File: config.mk
export PLATFORM = sky130hd
export DESIGN_NAME = rts_hyst_ctrl
export DESIGN_NICKNAME = d
export VERILOG_FILES = /design/src/rtl/rts_pkg.sv /design/src/rtl/rts_thresh.sv /design/src/rtl/rts_hyst_core.sv /design/src/rtl/rts_hyst_ctrl.sv
export SDC_FILE = /design/constraint.sdc
export NUM_CORES = 1
export LEC_CHECK = 0
export CAP_MARGIN = 25
export CORE_AREA = 2 2 39 41
export CTS_CLUSTER_DIAMETER = 50
export DETAILED_ROUTE_END_ITERATION = 8
export DIE_AREA = 0 0 41 43
export GPL_ROUTABILITY_DRIVEN = 1
export PLACE_DENSITY = 0.61
export SYNTH_ARGS = -nofsm -noshare
export SYNTH_HDL_FRONTEND = slang
export SYNTH_SLANG_ARGS = --single-unit
File: constraint.sdc
create_clock -name clk_i -period 1.3 [get_ports clk_i]
set_input_delay 0.26 -clock clk_i [delete_from_list [all_inputs] [get_ports clk_i]]
set_output_delay 0.26 -clock clk_i [all_outputs]
set_load 0.02 [all_outputs]
File: src/rtl/rts_pkg.sv
package rts_pkg;
  localparam int unsigned NUM_LVL = 4;
  localparam int unsigned SEL_W   = $clog2(NUM_LVL);

  typedef enum logic [SEL_W-1:0] {
    TRIG_L0 = 2'd0,
    TRIG_L1 = 2'd1,
    TRIG_L2 = 2'd2,
    TRIG_L3 = 2'd3
  } trig_sel_e;
endpackage

File: src/rtl/rts_thresh.sv
module rts_thresh
  import rts_pkg::*;
#(
  parameter int unsigned FILL_W = 8,
  parameter int unsigned LVL0   = 8,
  parameter int unsigned LVL1   = 16,
  parameter int unsigned LVL2   = 56,
  parameter int unsigned LVL3   = 60
) (
  input  logic [SEL_W-1:0]  sel_i,
  output logic [FILL_W-1:0] trig_o,
  output logic [FILL_W-1:0] upper_o,
  output logic [FILL_W-1:0] lower_o
);
  localparam int unsigned LVLS [NUM_LVL] = '{LVL0, LVL1, LVL2, LVL3};

  logic [FILL_W-1:0] trig_tab  [NUM_LVL];
  logic [FILL_W-1:0] upper_tab [NUM_LVL];
  logic [FILL_W-1:0] lower_tab [NUM_LVL];

  for (genvar g = 0; g < NUM_LVL; g++) begin : g_lvl
    assign trig_tab[g] = FILL_W'(LVLS[g]);
    if (g == NUM_LVL - 1) begin : g_top
      assign upper_tab[g] = FILL_W'(LVLS[g]);   // saturate at top level
    end else begin : g_up
      assign upper_tab[g] = FILL_W'(LVLS[g+1]);
    end
    if (g == 0) begin : g_bot
      assign lower_tab[g] = '0;
    end else begin : g_lo
      assign lower_tab[g] = FILL_W'(LVLS[g-1]);
    end
  end

  assign trig_o  = trig_tab[sel_i];
  assign upper_o = upper_tab[sel_i];
  assign lower_o = lower_tab[sel_i];
endmodule

File: src/rtl/rts_hyst_core.sv
module rts_hyst_core #(
  parameter int unsigned FILL_W = 8
) (
  input  logic              clk_i,
  input  logic              rst_ni,
  input  logic [FILL_W-1:0] fill_i,
  input  logic [FILL_W-1:0] trig_i,
  input  logic [FILL_W-1:0] upper_i,
  input  logic [FILL_W-1:0] lower_i,
  input  logic              auto_en_i,
  input  logic              rts_sw_i,
  output logic              rts_n_o,
  output logic              rx_irq_o
);
  logic hold_q, hold_d;
  logic rts_n_q, rts_n_d;
  logic irq_q;
  logic armed, at_upper, below_lower;

  assign armed       = auto_en_i & rts_sw_i;
  assign at_upper    = fill_i >= upper_i;
  assign below_lower = (fill_i < lower_i) | (fill_i == '0);

  always_comb begin
    hold_d = hold_q;
    if (!armed)           hold_d = 1'b0;
    else if (at_upper)    hold_d = 1'b1;
    else if (below_lower) hold_d = 1'b0;
    rts_n_d = ~(rts_sw_i & ~(auto_en_i & hold_d));
  end

  always_ff @(posedge clk_i or negedge rst_ni) begin
    if (!rst_ni) begin
      hold_q  <= 1'b0;
      rts_n_q <= 1'b1;
      irq_q   <= 1'b0;
    end else begin
      hold_q  <= hold_d;
      rts_n_q <= rts_n_d;
      irq_q   <= fill_i >= trig_i;
    end
  end

  assign rts_n_o  = rts_n_q;
  assign rx_irq_o = irq_q;

  a_r2_manual_follow: assert property (@(posedge clk_i) disable iff (!rst_ni)
    !auto_en_i |=> (rts_n_o == !$past(rts_sw_i)));
  a_r3_sw_off_high: assert property (@(posedge clk_i) disable iff (!rst_ni)
    !rts_sw_i |=> rts_n_o);
  a_r4_irq_set: assert property (@(posedge clk_i) disable iff (!rst_ni)
    (fill_i >= trig_i) |=> rx_irq_o);
  a_r4_irq_clr: assert property (@(posedge clk_i) disable iff (!rst_ni)
    (fill_i < trig_i) |=> !rx_irq_o);
  a_r5_stop_upper: assert property (@(posedge clk_i) disable iff (!rst_ni)
    (armed && at_upper) |=> rts_n_o);
  a_r6_keep_stopped: assert property (@(posedge clk_i) disable iff (!rst_ni)
    (armed && hold_q && !below_lower) |=> rts_n_o);
  a_r6_release: assert property (@(posedge clk_i) disable iff (!rst_ni)
    (armed && below_lower && !at_upper) |=> !rts_n_o);
  a_r7_fresh_arm: assert property (@(posedge clk_i) disable iff (!rst_ni)
    (armed && !hold_q && !at_upper) |=> !rts_n_o);
endmodule

File: src/rtl/rts_hyst_ctrl.sv
module rts_hyst_ctrl
  import rts_pkg::*;
#(
  parameter int unsigned FILL_W = 8,
  parameter int unsigned LVL0   = 8,
  parameter int unsigned LVL1   = 16,
  parameter int unsigned LVL2   = 56,
  parameter int unsigned LVL3   = 60
) (
  input  logic              clk_i,
  input  logic              rst_ni,
  input  logic [FILL_W-1:0] fill_i,
  input  logic [1:0]        trig_sel_i,
  input  logic              auto_en_i,
  input  logic              rts_sw_i,
  output logic              rts_n_o,
  output logic              rx_irq_o
);
  logic [FILL_W-1:0] trig, upper, lower;

  rts_thresh #(
    .FILL_W(FILL_W), .LVL0(LVL0), .LVL1(LVL1), .LVL2(LVL2), .LVL3(LVL3)
  ) thresh_i (
    .sel_i  (trig_sel_i),
    .trig_o (trig),
    .upper_o(upper),
    .lower_o(lower)
  );

  rts_hyst_core #(.FILL_W(FILL_W)) core_i (
    .clk_i    (clk_i),
    .rst_ni   (rst_ni),
    .fill_i   (fill_i),
    .trig_i   (trig),
    .upper_i  (upper),
    .lower_i  (lower),
    .auto_en_i(auto_en_i),
    .rts_sw_i (rts_sw_i),
    .rts_n_o  (rts_n_o),
    .rx_irq_o (rx_irq_o)
  );

  a_r8_levels_ordered: assert property (@(posedge clk_i) disable iff (!rst_ni)
    (lower < upper) && (trig <= upper));
endmodule

Word-level counts from Yosys, hierarchy flattened --
Index checks and enable logic that the tools add are counted. Widths: inputs -> output; s select.
Storage, ports and cells: memories kept 0, output and inout port bits 2, memory bits (writable) 0, memory bits (read-only) 0, input port bits 14, logic and storage cells 27, latch bits 0, register bits after elaboration 3
Cells by class: $lt $le $gt $ge 4, reduce and logical (&&, ||, !) cells 1, muxes and demuxes 12, bitwise gates (word level) 7, shift-type cells 0, div/mod/pow operators 0, multiply operators 0, add/sub/neg operators 0, eq/ne operators 0
Operators with widths (number):
- $bmux 8 s2 | 3
- $mux 8 | 6
- $ge 8x8->1 | 2
- $logic_not 8->1 | 1
- $lt 8x8->1 | 1
- $and 1x1->1 | 3
- $ge 3x3->1 const B | 1
- $mux 1 | 3
- $not 2->3 | 1
- $not 1->1 | 2
- $or 1x1->1 | 1

Depth between registers and ports, before layout --
Gate-level depths: netlist of run 1.
depth in word-level cells 13, gate-level depth with buffers 6, mapped depth without buffers 6

Hierarchy --
A second synthesis of run 1 with hierarchy kept.
Second synthesis, totals: cells, all modules 109, area, all modules 865.8 um2
By module, submodules not included:
- rts_hyst_core | area an instance 680.7 um2, sequential area each 76.3 um2, cells an instance 83, instances 1
- rts_thresh | area an instance 185.2 um2, sequential area each 0.0 um2, cells an instance 26, instances 1

Least setup slack after synthesis of run 1 --
Ideal clock, no wire load.
path kind in2reg, from input trig_sel_i[0], to register core_i.hold_q, slack -177 ps, required time 1156 ps, setup time 144 ps, data arrival time 1334 ps, cell stages on the path 5, path buffers 0, cells stage by stage nor2_1 -> ha_1 -> and4bb_2 -> o311ai_0 -> o311ai_1
Between the ends: cells in the longest elaborated chain, start to end 9, elaborated cells on any way between the ends 13
RTL lines:
- start: declaration | line rts_hyst_ctrl.sv:13 | input logic [1:0] trig_sel_i,
- $not 2->3 (implied by the code) * | line rts_thresh.sv:36, rts_thresh.sv:37
- $bmux 8 s2 | line rts_thresh.sv:37 | assign lower_o = lower_tab[sel_i];
- $mux 8 (implied by the code) (2 in series) | line rts_thresh.sv:37
- $lt 8x8->1 | line rts_hyst_core.sv:22 | assign below_lower = (fill_i < lower_i) | (fill_i == '0);
- $or 1x1->1 | line rts_hyst_core.sv:22
- $mux 1 | line rts_hyst_core.sv:28 | else if (below_lower) hold_d = 1'b0;
- $mux 1 * | line rts_hyst_core.sv:27 | else if (at_upper) hold_d = 1'b1;
- $mux 1 * | line rts_hyst_core.sv:26 | if (!armed) hold_d = 1'b0;
- net core_i.hold_d | line rts_hyst_core.sv:15 | logic hold_q, hold_d;
- end signal: assignment | line rts_hyst_core.sv:38 | hold_q <= hold_d;
- end: declaration | line rts_hyst_core.sv:15
Mark *: on every way through the listed nets, which the timed path passes. The rest lies on a longest branch. The select of a mux whose other input is x is not followed.

Worst setup path after layout of run 1 --
from input fill_i[3], to register core_i.rts_n_q (netlist: core_i.rts_n_o)
Between the ends: cells in the longest elaborated chain, start to end 9, elaborated cells on any way between the ends 11
RTL lines:
- start: declaration | line rts_hyst_ctrl.sv:12 | input logic [FILL_W-1:0] fill_i,
- $lt 8x8->1 or $logic_not 8->1 (tied branches) | line rts_hyst_core.sv:22
- $or 1x1->1 | line rts_hyst_core.sv:22
- $mux 1 | line rts_hyst_core.sv:28
- $mux 1 * | line rts_hyst_core.sv:27
- $mux 1 * | line rts_hyst_core.sv:26
- $and 1x1->1 * | line rts_hyst_core.sv:29 | rts_n_d = ~(rts_sw_i & ~(auto_en_i & hold_d));
- $not 1->1 * | line rts_hyst_core.sv:29
- $and 1x1->1 * | line rts_hyst_core.sv:29
- $not 1->1 * | line rts_hyst_core.sv:29
- net core_i.rts_n_d | line rts_hyst_core.sv:16 | logic rts_n_q, rts_n_d;
- end signal: assignment | line rts_hyst_core.sv:39 | rts_n_q <= rts_n_d;
- end: declaration | line rts_hyst_core.sv:16
Mark *: on every way through the listed nets, which the timed path passes. The rest lies on a longest branch.

==> results of run 1 <==
report_power, final:
part,leakage (nW),internal [mW],total [mW],switching [mW]
Clock,0.0150,0.115,0.168,0.0528
Combinational,0.244,0.0873,0.167,0.0794
Sequential,0.0331,0.103,0.106,0.00323
Total,0.292,0.306,0.441,0.135
cell type report:
cell class,count,area [sq um],area share
multi-input cells,32,340,0.521
repair buffers,21,175,0.268
flip-flops and latches,3,76.3,0.117
clock buffers,4,26.3,0.0402
well taps,16,20.0,0.0307
inverters,4,15.0,0.0230
metal layers:
layer  routed length (microns)  share of wire  vias up  global-route usage
met5                         0              0        -                   0
met4                         0              0        0              0.0200
met3                        50          0.051        0              0.0314
met2                       555           0.56       10               0.278
met1                       378           0.38      186               0.127
li1                          -              -      203                   -
synth_stat cells (2+ instances only):
master,count
dfrtp_1,2
inv_1,4
o31ai_1,2
nand2_1,2
nor2b_1,3
ha_1,9
nor2_1,2
flip-flops by register name (all words and copies together) (netlist names):
name and cells:
core_i.rx_irq_o 1, core_i.rts_n_o 1, core_i.hold_q 1
layout by cell type, fill, tap and decap left out, types with 2 or more instances in the layout:
master           netlist  layout
inv_1                  4       4
clkdlybuf4s50_1        0       5
clkdlybuf4s15_2        0       2
clkdlybuf4s15_1        0       2
nor2b_1                3       3
buf_2                  0       4
o31ai_2                0       2
buf_4                  0       6
ha_1                   9       9
dfrtp_1                2       2
nand2_1                2       2
dlygate4sd2_1          0       2
clkbuf_4               0       3
what timing repair did:
item,in CTS,in global routing
setup buffers,0,0
gates resized for setup,34,3
pin swaps,8,1
endpoints found under the setup margin,5,4
hold buffers,0,0
how the worst max path moves through the flow:
stage / from / endpoint / slack [ps] / depth (start not counted)
5_1_grt: fill_i[3] / core_i.hold_q / -20 / 5
4_1_cts: fill_i[0] / core_i.hold_q / -20 / 4
2_1_floorplan: trig_sel_i[0] / core_i.hold_q / 4 / 5
3_3_place_gp: trig_sel_i[1] / core_i.hold_q / -680 / 6
3_5_place_dp: trig_sel_i[1] / core_i.hold_q / -670 / 6
6_report: fill_i[3] / core_i.rts_n_o / 10 / 5
logic make-up after synthesis:
kind of cell	Yosys count	share of synthesized area
fa+ha+maj	9	0.304
compound gates	11	0.253
buf+inv	4	0.0405
flops	3	0.206
simple gates	12	0.196
==> results.md, run 1 <==
- Mapped cell area: 370 sq um
- Fmax: 777 MHz
- DRT Pass-1 Iters: 1
- Vias in the first global route: 416
- Clock slew at reported path FFs: 40 ps
- Share of layout cells above drive strength 1: 0.406
- Minimum clock period: 1290 ps
- First-pass GRT wire length: 1640 microns
- WP data required: 1430 ps
- Area contributors post-synth: ha_1 30%, dfrtp_1 14%, dfstp_2 7.1%
- Nets: 88
- Leading area contributor after synthesis: ha_1
- CP Launch Type: primary input
- Mean number of vias per cell: 4.99
- CTS Root Cell: clkbuf_4
- Ys Warns: 0
- Final Hold Viols: 0
- Clk sinks: 3
- Worst setup EP type: flop
- Placed insts: 76
- Setup CP Type: in -> reg
- Gr ovfl total: 0
- CTS tree: yes
- Pre-CTS setup slack: -670 ps
- Status: finished clean
- Pin count of the biggest net entering global routing: 6
- Initial Util: 0.268
- Post-synth top flop: dfrtp_1
- H-tree depth: 1
- Num ports: 16
- Cell family with most CP delay: compound AO/OA/AOI/OAI gates
- Crit share post-route: 0.990
- Synthesized area per cell: 9.50 sq um
- Via count: 399
- Yosys top cell area share: 0.304
- Design Area, Final: 653 sq um
- Post-synth EDFFs: 0
- Post-Place Cell Area: 593 sq um
- Worst skew pair latency: 240 ps
- FF-to-FF setup slack: 420 ps
- Register area share after synthesis: 0.206
- Critical R2R Launch: core_i.hold_q
- Final Util: 0.472
- Hold_ws: 211 ps
- FF-to-FF End: core_i.hold_q
- GPL Wtd Cong: 0.738
- Final worst slack: 12.4 ps
- Syn Inst Count: 39
- Total CTS buffers: 3
- CP cell instances: clkdlybuf4s15_2, ha_1, and4bb_2, o31ai_2, o2111ai_2
- Post-synth ARST share: 1.00
- Critical Path Fanout Max: 4
- Worst Max-Slew Pin Slew: 314 ps
- Port bufs: 15
- Worst hold path type: in -> async
- Final Skew: 2.83 ps
- Max cap viols: 0
- Leak Pwr: 0.292 nW
- DRT Wirelength: 983 microns
- CP max stage delay: 290 ps
- Critical path arrival: 1420 ps
- Final Power: 0.441 mW
- Die H: 43 microns
- Total GRT Usage: 0.138
- Core Area: 0.00138 sq mm
- Rows: 14
- Initial antenna violation count: 0
- Clock Path Buffers: 2
- Worst r2r path cells: 2
- Yosys cell types: 22
- Placed wire-length estimate: 813 microns
- Max Slew Vio Count: 0
- PD cells: 675 mW/mm^2
- N_diodes: 0
- Violation count after the first detailed-route iteration: 0
- Die area: 0.00176 sq mm
- Layout area overhead: 76.4%
- Final setup fails: 0
- Slowest CP cell: ha_1
- Crit path buf inv count: 1
- FF+latch count, synth: 3
- Post-route insts no fill: 80
- Post-Syn Nets: 62
- Peak supply drop: 0.371 mV
- DRC: 0
- Detail Route Antenna Nets: 0
- Drt wl/cell: 12.3 microns
- Die Wd: 41 microns
- Fillers: 146
- Final TNS setup: 0 ps
- Rel. slew slack: 0.790
- RSZ-0062 raised after global routing: true
Note: power is estimated with default switching activity, not from simulation.
==> run 2: changes to the inputs <==
--- a/config.mk
+++ b/config.mk
@@ -7,6 +7,7 @@
 export LEC_CHECK = 0
 export CAP_MARGIN = 25
 export CORE_AREA = 2 2 39 41
+export CTS_BUF_LIST = sky130_fd_sc_hd__clkbuf_2
 export CTS_CLUSTER_DIAMETER = 50
 export DETAILED_ROUTE_END_ITERATION = 8
 export DIE_AREA = 0 0 41 43
==> run 2 against run 1 <==
Net effect: critical path depth decreased by 1; clock power shrank 18%; first-iteration DRC count up 2; via count rose by 0.75%; total power decreased by 6.1%; the run now ends with setup timing left; count of clock-buffer cells in the layout unchanged; wire length increased by 1.1%.
==> results.md, run 2 (synthesis results as in run 1) <==
- Most frequent cells in the layout: 8 x ha_1, 6 x buf_4, 5 x clkbuf_2, 5 x clkdlybuf4s50_1, 4 x inv_1
- Mean number of vias per cell: 5.03 (+0.75%)
- Fillers: 144 (-1.4%)
- DRT Wirelength: 994 microns (+1.1%)
- FF-to-FF End: core_i.hold_q
- Layout area overhead: 78.0%
- N_diodes: 0 (unchanged)
- Final Power: 0.414 mW (-6.1%)
- Pin count of the biggest net entering global routing: 6 (unchanged)
- Crit share post-route: 1.00 (+0.00954)
- Leak Pwr: 0.294 nW (+0.65%)
- Critical Path Fanout Max: 2 (-2)
- Clock slew at reported path FFs: 50 ps (about the same)
- Violation count after the first detailed-route iteration: 2 (+2)
- Commonest non-fill, non-tap cell in the layout: ha_1
- Gr ovfl total: 0 (unchanged)
- Fmax: 769 MHz (-0.95%)
- Max Slew Vio Count: 0 (unchanged)
- Total GRT Usage: 0.138 (unchanged)
- Max cap viols: 0 (unchanged)
- Violated checks: setup timing
- H-tree depth: 1 (unchanged)
- Hold_ws: 227 ps (+16.6 ps)
- Post CTS Setup Buffer Count: 0 (unchanged)
- Die H: 43 microns (unchanged)
- Worst setup EP type: flop
- GPL Wtd Cong: 0.738 (unchanged)
- Vias in the first global route: 407 (-2.2%)
- Setup CP Type: in -> reg
- First-pass GRT wire length: 1610 microns (-1.7%)
- Minimum clock period: 1300 ps (+12.4 ps)
- CP Launch Type: primary input
- Final Skew: 3.14 ps (+0.315 ps)
- Critical R2R Launch: core_i.hold_q
- Nets: 88 (unchanged)
- Critical path arrival: 1370 ps (-50 ps)
- Worst hold path type: in -> async
- Clk sinks: 3 (unchanged)
- Die area: 0.00176 sq mm (unchanged)
- Final setup fails: 1 (+1)
- Final worst slack: -0.0188 ps (-12.4 ps)
- Worst skew pair latency: 210 ps (-30 ps)
- Worst r2r path cells: 2 (unchanged)
- WP data required: 1370 ps (-60 ps)
- CTS Root Cell: clkbuf_2
- CTS tree: yes
- Die Wd: 41 microns (unchanged)
- Initial Util: 0.268 (unchanged)
- Placed wire-length estimate: 813 microns (unchanged)
- Core Area: 0.00138 sq mm (unchanged)
- Rel. slew slack: 0.790 (about the same)
- Num ports: 16 (unchanged)
- Peak supply drop: 0.301 mV (-19%)
- Share of layout cells above drive strength 1: 0.438 (+0.0313)
- Detail Route Antenna Nets: 0 (unchanged)
- Via count: 402 (+0.75%)
- Worst Max-Slew Pin Slew: 314 ps (-0.553 ps)
- FF-to-FF setup slack: 420 ps (about the same)
- Clock Path Buffers: 2 (unchanged)
- RSZ-0062 raised after global routing: true
- DRC: 0 (unchanged)
- Drt wl/cell: 12.4 microns (+1.1%)
- Rows: 14 (unchanged)
- PD cells: 628 mW/mm^2 (-7.0%)
- Final Hold Viols: 0 (unchanged)
- Final Util: 0.476 (+0.00452)
- Storage element area: 76.3 sq um (unchanged)
- Multi-input gate area: 353 sq um (+3.7%)
- Status: complete, but fails checks
- Total CTS buffers: 3 (unchanged)
- Port bufs: 15 (unchanged)
- DRT Pass-1 Iters: 4 (+3)
- Initial antenna violation count: 0 (unchanged)
-- run 2: cell types whose count changed in the layout (fill, tap and decap cells not counted), sizes merged --
cell and delta:
clkbuf +1, buf -1
-- run 2: how the worst max path moves through the flow --
stage                    endpoint  cells past startpoint          start  slack [ps]
floorplan           core_i.hold_q                      5  trig_sel_i[0]           4
global placement    core_i.hold_q                      6  trig_sel_i[1]        -680
detailed placement  core_i.hold_q                      6  trig_sel_i[1]        -670
CTS                 core_i.hold_q                      4      fill_i[0]         -30
global route        core_i.hold_q                      4      fill_i[0]         -20
finish              core_i.hold_q                      4      fill_i[0]       -0.02
-- run 2: timing repair --
action | in CTS | in global routing
endpoints found under the setup margin | 5 | 4
resized for setup | 33 | 4
hold endpoints to repair | 0 | 0
hold buffers | 0 | 0
pin swaps | 8 | 3
-- run 2: area by class of cell --
class                   count  share of cell area
multi-input cells          32               0.535
clock buffers               4              0.0304
repair buffers             21               0.266
inverters                   4              0.0228
flip-flops and latches      3               0.116
well taps                  16              0.0304
-- run 2: worst max-delay path, cell delays in order --
cell and delay [ps]:
clkdlybuf4s15_1 170, or4_4 530, o311ai_4 270, o311ai_1 140
-- run 2: power by group --
part	switching [mW]	leakage [nW]	internal, mW
Combinational	0.0810	0.245	0.0891
Sequential	0.00331	0.0331	0.103
Clock	0.0568	0.0166	0.0813
Total	0.141	0.294	0.273
-- run 2: routing by layer --
layer / part of all wire / track usage / wire (microns) / up-vias
met5: 0 / 0 / 0 / -
met4: 0 / 0.0400 / 0 / 0
met3: 0.058 / 0.0314 / 58 / 0
met2: 0.56 / 0.269 / 561 / 10
met1: 0.38 / 0.127 / 374 / 188
li1: - / - / - / 204
-- run 2: through the flow --
step           setup slack [ps]  cells  area, sq um  TNS [ps]
6_report                -0.0188     80          659   -0.0188
5_1_grt                   -20.1     80          659     -20.1
4_1_cts                   -31.8     80          646     -31.8
3_5_place_dp               -670     76          593     -2020
3_3_place_gp               -681     76          593     -2020
2_1_floorplan              4.23     39          378         0
